===== src/rtl/uart_rx_fifo_pkg.sv =====
package uart_rx_fifo_pkg;
  localparam int DATA_W  = 8;
  localparam int ENTRY_W = 11;
  localparam int BRK_BIT = ENTRY_W - 1;

  typedef logic [ENTRY_W-1:0] rx_entry_t;

  function automatic rx_entry_t make_entry(input logic brk, input logic [DATA_W-1:0] d);
    rx_entry_t e;
    e = '0;
    if (brk) e[BRK_BIT] = 1'b1;
    else     e[DATA_W-1:0] = d;
    return e;
  endfunction
endpackage


===== src/rtl/rxf_store.sv =====
module rxf_store
  import uart_rx_fifo_pkg::*;
#(
  parameter int DEPTH = 16,
  parameter int AW    = $clog2(DEPTH)
) (
  input  logic          clk_i,
  input  logic          rst_ni,
  input  logic          we_i,
  input  logic [AW-1:0] waddr_i,
  input  rx_entry_t     wdata_i,
  input  logic [AW-1:0] raddr_i,
  output rx_entry_t     rdata_o
);
  rx_entry_t mem [DEPTH];

  for (genvar g = 0; g < DEPTH; g++) begin : g_slot
    always_ff @(posedge clk_i or negedge rst_ni) begin
      if (!rst_ni)                              mem[g] <= '0;
      else if (we_i && waddr_i == AW'(g))       mem[g] <= wdata_i;
    end
  end

  assign rdata_o = mem[raddr_i];

  AST_STORE_WRITE: assert property (@(posedge clk_i) disable iff (!rst_ni)
    we_i |=> mem[$past(waddr_i)] == $past(wdata_i));
endmodule


===== src/rtl/rxf_ctrl.sv =====
module rxf_ctrl #(
  parameter int DEPTH = 16,
  parameter int AW    = $clog2(DEPTH),
  parameter int CW    = AW + 1
) (
  input  logic          clk_i,
  input  logic          rst_ni,
  input  logic          fifo_en_i,
  input  logic          push_req_i,
  input  logic          pop_i,
  output logic          ready_o,
  output logic          push_o,
  output logic          pop_o,
  output logic [AW-1:0] rd_ptr_o,
  output logic [AW-1:0] wr_ptr_o,
  output logic [CW-1:0] cnt_o,
  output logic [CW-1:0] cnt_nxt_o
);
  localparam logic [CW-1:0] DEPTH_C = CW'(DEPTH);

  logic [AW-1:0] rd_ptr_q;
  logic [CW-1:0] cnt_q, cnt_d;

  // single-character mode accepts only into an empty store
  assign ready_o = fifo_en_i ? (cnt_q < DEPTH_C) : (cnt_q == '0);
  assign push_o  = push_req_i & ready_o;
  assign pop_o   = pop_i & (cnt_q != '0);

  always_comb begin
    unique case ({push_o, pop_o})
      2'b10:   cnt_d = cnt_q + 1'b1;
      2'b01:   cnt_d = cnt_q - 1'b1;
      default: cnt_d = cnt_q;
    endcase
  end

  always_ff @(posedge clk_i or negedge rst_ni) begin
    if (!rst_ni) begin
      cnt_q    <= '0;
      rd_ptr_q <= '0;
    end else begin
      cnt_q <= cnt_d;
      if (pop_o) rd_ptr_q <= rd_ptr_q + 1'b1; // wraps at power-of-two depth
    end
  end

  assign rd_ptr_o  = rd_ptr_q;
  assign wr_ptr_o  = rd_ptr_q + cnt_q[AW-1:0];
  assign cnt_o     = cnt_q;
  assign cnt_nxt_o = cnt_d;

  AST_CNT_BOUND: assert property (@(posedge clk_i) disable iff (!rst_ni)
    cnt_q <= DEPTH_C);
  AST_SINGLE_HOLD: assert property (@(posedge clk_i) disable iff (!rst_ni)
    (push_o && !fifo_en_i) |=> cnt_q == CW'(1));
  AST_EMPTY_POP: assert property (@(posedge clk_i) disable iff (!rst_ni)
    (pop_i && cnt_q == '0 && !push_req_i) |=> (cnt_q == '0 && $stable(rd_ptr_q)));
  AST_DROP_PUSH: assert property (@(posedge clk_i) disable iff (!rst_ni)
    (push_req_i && !ready_o && !pop_i) |=> ($stable(cnt_q) && $stable(rd_ptr_q)));
  AST_PUSH_POP: assert property (@(posedge clk_i) disable iff (!rst_ni)
    (push_o && pop_o) |=> $stable(cnt_q));
endmodule


===== src/rtl/rxf_flags.sv =====
module rxf_flags #(
  parameter int DEPTH = 16,
  parameter int TRIG  = 1,
  parameter int CW    = $clog2(DEPTH) + 1
) (
  input  logic          clk_i,
  input  logic          rst_ni,
  input  logic          fifo_en_i,
  input  logic          push_i,
  input  logic          pop_i,
  input  logic [CW-1:0] cnt_i,
  input  logic [CW-1:0] cnt_nxt_i,
  output logic          empty_o,
  output logic          full_o,
  output logic          irq_o
);
  localparam logic [CW-1:0] DEPTH_C = CW'(DEPTH);
  localparam logic [CW-1:0] TRIG_C  = CW'(TRIG);
  localparam logic [CW-1:0] TRIG_M1 = CW'(TRIG - 1);

  logic empty_q, full_q, irq_q;

  always_ff @(posedge clk_i or negedge rst_ni) begin
    if (!rst_ni) begin
      empty_q <= 1'b1;
      full_q  <= 1'b0;
      irq_q   <= 1'b0;
    end else begin
      if (push_i || pop_i) begin
        empty_q <= (cnt_nxt_i == '0);
        full_q  <= (cnt_nxt_i == DEPTH_C) || (!fifo_en_i && cnt_nxt_i != '0);
      end
      if (push_i && !pop_i && cnt_nxt_i == TRIG_C)      irq_q <= 1'b1;
      else if (pop_i && !push_i && cnt_nxt_i == TRIG_M1) irq_q <= 1'b0;
    end
  end

  assign empty_o = empty_q;
  assign full_o  = full_q;
  assign irq_o   = irq_q;

  AST_EMPTY_TRACK: assert property (@(posedge clk_i) disable iff (!rst_ni)
    empty_q == (cnt_i == '0));
  AST_FULL_AT_DEPTH: assert property (@(posedge clk_i) disable iff (!rst_ni)
    (cnt_i == DEPTH_C) |-> full_q);
  AST_IRQ_RISE: assert property (@(posedge clk_i) disable iff (!rst_ni)
    (push_i && !pop_i && cnt_i == TRIG_M1) |=> irq_q);
  AST_IRQ_FALL: assert property (@(posedge clk_i) disable iff (!rst_ni)
    (pop_i && !push_i && cnt_i == TRIG_C) |=> !irq_q);
endmodule


===== src/rtl/uart_rx_fifo.sv =====
module uart_rx_fifo
  import uart_rx_fifo_pkg::*;
#(
  parameter int DEPTH = 16,
  parameter int TRIG  = 1
) (
  input  logic               clk_i,
  input  logic               rst_ni,
  input  logic               fifo_en_i,
  input  logic               push_i,
  input  logic [DATA_W-1:0]  data_i,
  input  logic               brk_i,
  input  logic               pop_i,
  output logic [ENTRY_W-1:0] rd_data_o,
  output logic               ready_o,
  output logic               empty_o,
  output logic               full_o,
  output logic               rx_irq_o
);
  localparam int AW = $clog2(DEPTH);
  localparam int CW = AW + 1;

  logic          push_acc, pop_acc;
  logic [AW-1:0] rd_ptr, wr_ptr;
  logic [CW-1:0] cnt, cnt_nxt;
  rx_entry_t     wr_entry, rd_entry;

  assign wr_entry = make_entry(brk_i, data_i); // break wins over data

  rxf_ctrl #(.DEPTH(DEPTH), .AW(AW), .CW(CW)) u_ctrl (
    .clk_i, .rst_ni, .fifo_en_i,
    .push_req_i (push_i | brk_i),
    .pop_i,
    .ready_o,
    .push_o     (push_acc),
    .pop_o      (pop_acc),
    .rd_ptr_o   (rd_ptr),
    .wr_ptr_o   (wr_ptr),
    .cnt_o      (cnt),
    .cnt_nxt_o  (cnt_nxt)
  );

  rxf_store #(.DEPTH(DEPTH), .AW(AW)) u_store (
    .clk_i, .rst_ni,
    .we_i    (push_acc),
    .waddr_i (wr_ptr),
    .wdata_i (wr_entry),
    .raddr_i (rd_ptr),
    .rdata_o (rd_entry)
  );

  rxf_flags #(.DEPTH(DEPTH), .TRIG(TRIG), .CW(CW)) u_flags (
    .clk_i, .rst_ni, .fifo_en_i,
    .push_i    (push_acc),
    .pop_i     (pop_acc),
    .cnt_i     (cnt),
    .cnt_nxt_i (cnt_nxt),
    .empty_o,
    .full_o,
    .irq_o     (rx_irq_o)
  );

  assign rd_data_o = rd_entry;

  AST_BRK_PRIORITY: assert property (@(posedge clk_i) disable iff (!rst_ni)
    (brk_i && push_acc) |-> (wr_entry == rx_entry_t'(1 << BRK_BIT)));
endmodule


===== config.mk =====
export PLATFORM = sky130hd
export DESIGN_NAME = uart_rx_fifo
export DESIGN_NICKNAME = d
export VERILOG_FILES = /design/src/rtl/uart_rx_fifo_pkg.sv /design/src/rtl/rxf_store.sv /design/src/rtl/rxf_ctrl.sv /design/src/rtl/rxf_flags.sv /design/src/rtl/uart_rx_fifo.sv
export SDC_FILE = /design/constraint.sdc
export NUM_CORES = 1
export LEC_CHECK = 0
export BUFFER_PORTS_ARGS = -buffer_cell sky130_fd_sc_hd__buf_2
export CAP_MARGIN = 20
export CORE_ASPECT_RATIO = 1.2
export CORE_UTILIZATION = 36
export DETAILED_ROUTE_END_ITERATION = 8
export PLACE_DENSITY = 0.52
export SYNTH_ARGS = -nofsm -noshare
export SYNTH_HDL_FRONTEND = slang
export SYNTH_SLANG_ARGS = --single-unit
export TNS_END_PERCENT = 30

===== constraint.sdc =====
create_clock -name clk_i -period 5.6 [get_ports clk_i]
set_clock_uncertainty 0.2 [all_clocks]
set_input_delay 1.12 -clock clk_i [delete_from_list [all_inputs] [get_ports clk_i]]
set_output_delay 1.12 -clock clk_i [all_outputs]
set_load 0.02 [all_outputs]

==> run summary <==
The setup TNS is 0 ps. The tool flagged a number of max-cap violations equal to 0. The worst setup path is captured at a flop. The critical path start-end classification is flop to flop. Cells with a size suffix above 1 make up a little over half of the layout. Global routing finished with a remaining overflow of 0. Combinational cells account for 39.8% of the total power. The total leakage power came out at around 4 nW.

The net switching share of the total power is a little over a third. The routed design has between 15,000 and 20,000 µm of wire. Hold is met by roughly 290 ps. The DRC violation count after routing came out at 0.

In the synthesized netlist the async set-or-reset flop fraction comes to between 90% and 100%. The routed via count came out at between 4,000 and 5,000. The register bit total from synthesis came out at approximately 160.

After floorplanning, the core was sized to cover roughly 0.021 mm². The number of nets in the final layout came out at between 500 and 600. In this run the vertical extent of the chip is roughly 160 µm. The library cell used most frequently in the layout, excluding fill and tap cells, is sky130_fd_sc_hd__dfrtp_1.

The top flip-flop cell by instance count after synthesis is sky130_fd_sc_hd__dfrtp_1. In this run the mean area of a mapped cell was around 16 µm². Data on the critical path is required at its endpoint by between 5000 and 6000 ps. The area fraction of the dominant cell type after synthesis came out at between 50% and 60%. The area of the die is between 0.02 and 0.025 mm².

The first global-routing pass estimated 27,600 µm of wire. 29 I/O pins were placed. The part of the power in the clock network came out at 23.6%. The hold violation count in the final report is 0. The relative area change from synthesis to final layout came out at 12.7%.

The number of enable flip-flop cells after synthesis is 0. The half-perimeter wire length of the detailed placement result is around 11,000 µm. The row count is between 50 and 60. Global routing used 17.7% of the available tracks across all layers. The number of levels the H-tree was split into is 4. The starting DRC count in detailed routing is about 270. In this run the worst setup path begins at u_ctrl.cnt_o[2]$_DFF_PN0_.

The number of buffers on the longest clock path is 2. The repair_antennas step left the layout with diodes totalling 0. The number of input and output port buffers inserted is 26. The number of optimization iterations in the first detailed-route pass came out at 4.

STA classifies the critical path startpoint as a flop. Clock tree synthesis inserted a total of 17 buffers. The highest clock rate came out at roughly 220 MHz. Clock-pin slew was measured on the worst setup and hold paths at ~70 ps. The tree built by TritonCTS fans out to around 160 sinks. The cell-internal power is roughly 3.3 mW. In this run the worst setup path terminates at u_flags.full_o$_DFFE_PN0P_.

The run finished with clean final reports. The count of yosys warnings during synthesis is 0. The total setup buffers inserted after CTS came out at 0.

The arrival time at the worst endpoint is 4570 ps. After clock tree synthesis, the flow added hold-fix buffers numbering 0. Once the clock tree was built, the resizer swapped 0 gates to a different size. The net switching component of the power came out at ~1.9 mW. The number of filler instances in the final layout is 1,922. Setup repair after global routing left no endpoint under its margin. The cell sitting at the root of the clock tree is a sky130_fd_sc_hd__clkbuf_16. The cell count after synthesis came out at between 400 and 500. The final count of negative-setup-slack endpoints came out at 0. The flop-to-flop setup slack is approximately 1200 ps. The synthesized area came out at between 0.007 and 0.008 mm². The number of distinct library cell variants in the gate-level netlist after synthesis came out at 53.

The relative slew slack is 44.5%. Dividing total power by cell area gives a power density of between 600 and 700 mW/mm². Dividing the detail-routed wire length by the instance count gives 22.1 µm. The final-report max-slew violation count was 0.

The sequential cell area fraction in the yosys report came out at approximately 50%. Sorting the synthesized cells by area gives the leading types as sky130_fd_sc_hd__dfrtp_1 51%, sky130_fd_sc_hd__mux2_2 21%, sky130_fd_sc_hd__mux4_2 13%, sky130_fd_sc_hd__ha_1 1.6%, sky130_fd_sc_hd__nor2_4 1.3%. The shortest clock period the worst path allows after layout came out at 4450 ps. The insertion delay to the later sink of the worst-skew pair came out at between 400 and 500 ps.

The per-cell via count in the routed design came out at 5.31. The share of the cycle needed by the critical path after routing is 79.5%. The number of global-route vias before repair is about 4,600. The initial antenna violation count came out at 0. The clock tree from TritonCTS is yes. The endpoint of the lowest-slack register-to-register path is u_flags.full_o$_DFFE_PN0P_. Entering global routing, the biggest net connects between 70 and 80 pins. VDD sags by at most 0.000261 V. The number of cells on the worst reg-to-reg path is 11. The sequential cell fraction of total power came out at 36.6%. The largest total area in the synthesized netlist belongs to sky130_fd_sc_hd__dfrtp_1.

Of all nets on the critical path, the largest fanout is 11. The width of the die is 135 µm. The count of antenna-violating nets left after detailed routing is 0. The final estimated routing congestion in global placement came out at about 0.73.

The starting density of the core came out at about 37%. The worst-margin pin slew came out at 832 ps. The library cells used most frequently in the layout, excluding fill and tap cells, are 153 x sky130_fd_sc_hd__dfrtp_1, 142 x sky130_fd_sc_hd__mux2_2, 45 x sky130_fd_sc_hd__mux4_2. In this run the critical register-to-register path is launched from u_ctrl.cnt_o[2]$_DFF_PN0_. The class of the tightest hold or removal check is flop to flop.
stage by stage:
step | cells | util (%) | setup WS, ps | power, mW | instance area [µm²]
global route | 790 | 41.2 | 869 | 5.51 | 8610
detailed placement | 758 | 38.2 | 1220 | 4.01 | 7980
global placement | 758 | 38.2 | 1370 | 3.94 | 7980
CTS | 790 | 41.2 | 1060 | 5.25 | 8610
floorplan | 483 | - | 1560 | 3.49 | 7640
finish | 790 | 41.2 | 1150 | 5.19 | 8610
logic make-up (layout without fill, tap and decap cells):
family | Yosys count | after routing | share of synthesized area, %
adder cells (fa/ha/maj) | 11 | 11 | 1.90
buffers and inverters | 31 | 68 | 2.46
AND/OR/NAND/NOR | 62 | 62 | 6.36
other | 1 | 2 | 0.0491
flip-flops | 156 | 156 | 51.1
AO/OA/AOI/OAI | 14 | 14 | 1.39
multiplexers | 193 | 193 | 35.1
XOR/XNOR | 14 | 14 | 1.61
cell type report:
cell class,count,area (µm²),area share (%)
well taps,270,338,3.92
inverters,5,18.8,0.218
clock buffers,18,439,5.10
multi-input cells,296,3550,41.2
clock inverters,14,184,2.14
flip-flops and latches,156,3910,45.4
repair buffers,31,174,2.02
synth_stat cells, types with 3 or more instances:
master	n
sky130_fd_sc_hd__dlygate4sd1_1	8
sky130_fd_sc_hd__xor2_1	4
sky130_fd_sc_hd__mux4_2	45
sky130_fd_sc_hd__nand4b_1	4
sky130_fd_sc_hd__o21ai_0	3
sky130_fd_sc_hd__inv_1	4
sky130_fd_sc_hd__dfrtp_1	155
sky130_fd_sc_hd__xnor2_1	10
sky130_fd_sc_hd__mux2_2	142
sky130_fd_sc_hd__ha_1	10
sky130_fd_sc_hd__nor2_4	9
sky130_fd_sc_hd__and2b_2	7
sky130_fd_sc_hd__clkbuf_1	9
sky130_fd_sc_hd__mux2_1	5
sky130_fd_sc_hd__nand2_1	17
flip-flops by register name (all words and copies together), names as in the netlist:
signal / cells
u_flags.irq_o: 1
u_store.mem: 144
u_ctrl.cnt_o: 5
u_flags.empty_o: 1
u_ctrl.rd_ptr_o: 4
u_flags.full_o: 1
power by group through the flow:
stage / clock network, mW / logic (mW) / registers [mW]
3_3_place_gp: 0 / 2.05 / 1.89
6_report: 1.23 / 2.07 / 1.90
3_5_place_dp: 0 / 2.09 / 1.92
2_1_floorplan: 0 / 1.75 / 1.74
5_1_grt: 1.30 / 2.24 / 1.96
4_1_cts: 1.25 / 2.09 / 1.90
critical path, cell delays in order (launching register included):
cell	delay (ps)
sky130_fd_sc_hd__dfrtp_1	520
sky130_fd_sc_hd__or4_4	620
sky130_fd_sc_hd__o21ai_0	530
sky130_fd_sc_hd__inv_1	240
sky130_fd_sc_hd__ha_1	400
sky130_fd_sc_hd__xor2_1	210
sky130_fd_sc_hd__ha_1	300
sky130_fd_sc_hd__mux2_2	280
sky130_fd_sc_hd__a211o_2	320
sky130_fd_sc_hd__a32oi_1	300
sky130_fd_sc_hd__mux2i_1	120
sky130_fd_sc_hd__mux2_2	280
how the worst min path moves through the flow:
stage	from	to	slack, ps	cells after the start
floorplan	u_store.mem[150]$_DFFE_PN0P_	u_store.mem[150]$_DFFE_PN0P_	250	1
global placement	u_store.mem[46]$_DFFE_PN0P_	u_store.mem[46]$_DFFE_PN0P_	260	1
detailed placement	u_store.mem[47]$_DFFE_PN0P_	u_store.mem[47]$_DFFE_PN0P_	270	1
CTS	u_store.mem[47]$_DFFE_PN0P_	u_store.mem[47]$_DFFE_PN0P_	290	1
global route	u_store.mem[47]$_DFFE_PN0P_	u_store.mem[47]$_DFFE_PN0P_	300	1
finish	u_store.mem[46]$_DFFE_PN0P_	u_store.mem[46]$_DFFE_PN0P_	290	1
routing by layer:
layer	wire (µm)	GRT usage (%)
met1	7880	22.8
met5	0	0
met4	352	7.30
met3	496	3.89
met2	8720	28.8
(Power assumes the default switching activity.)
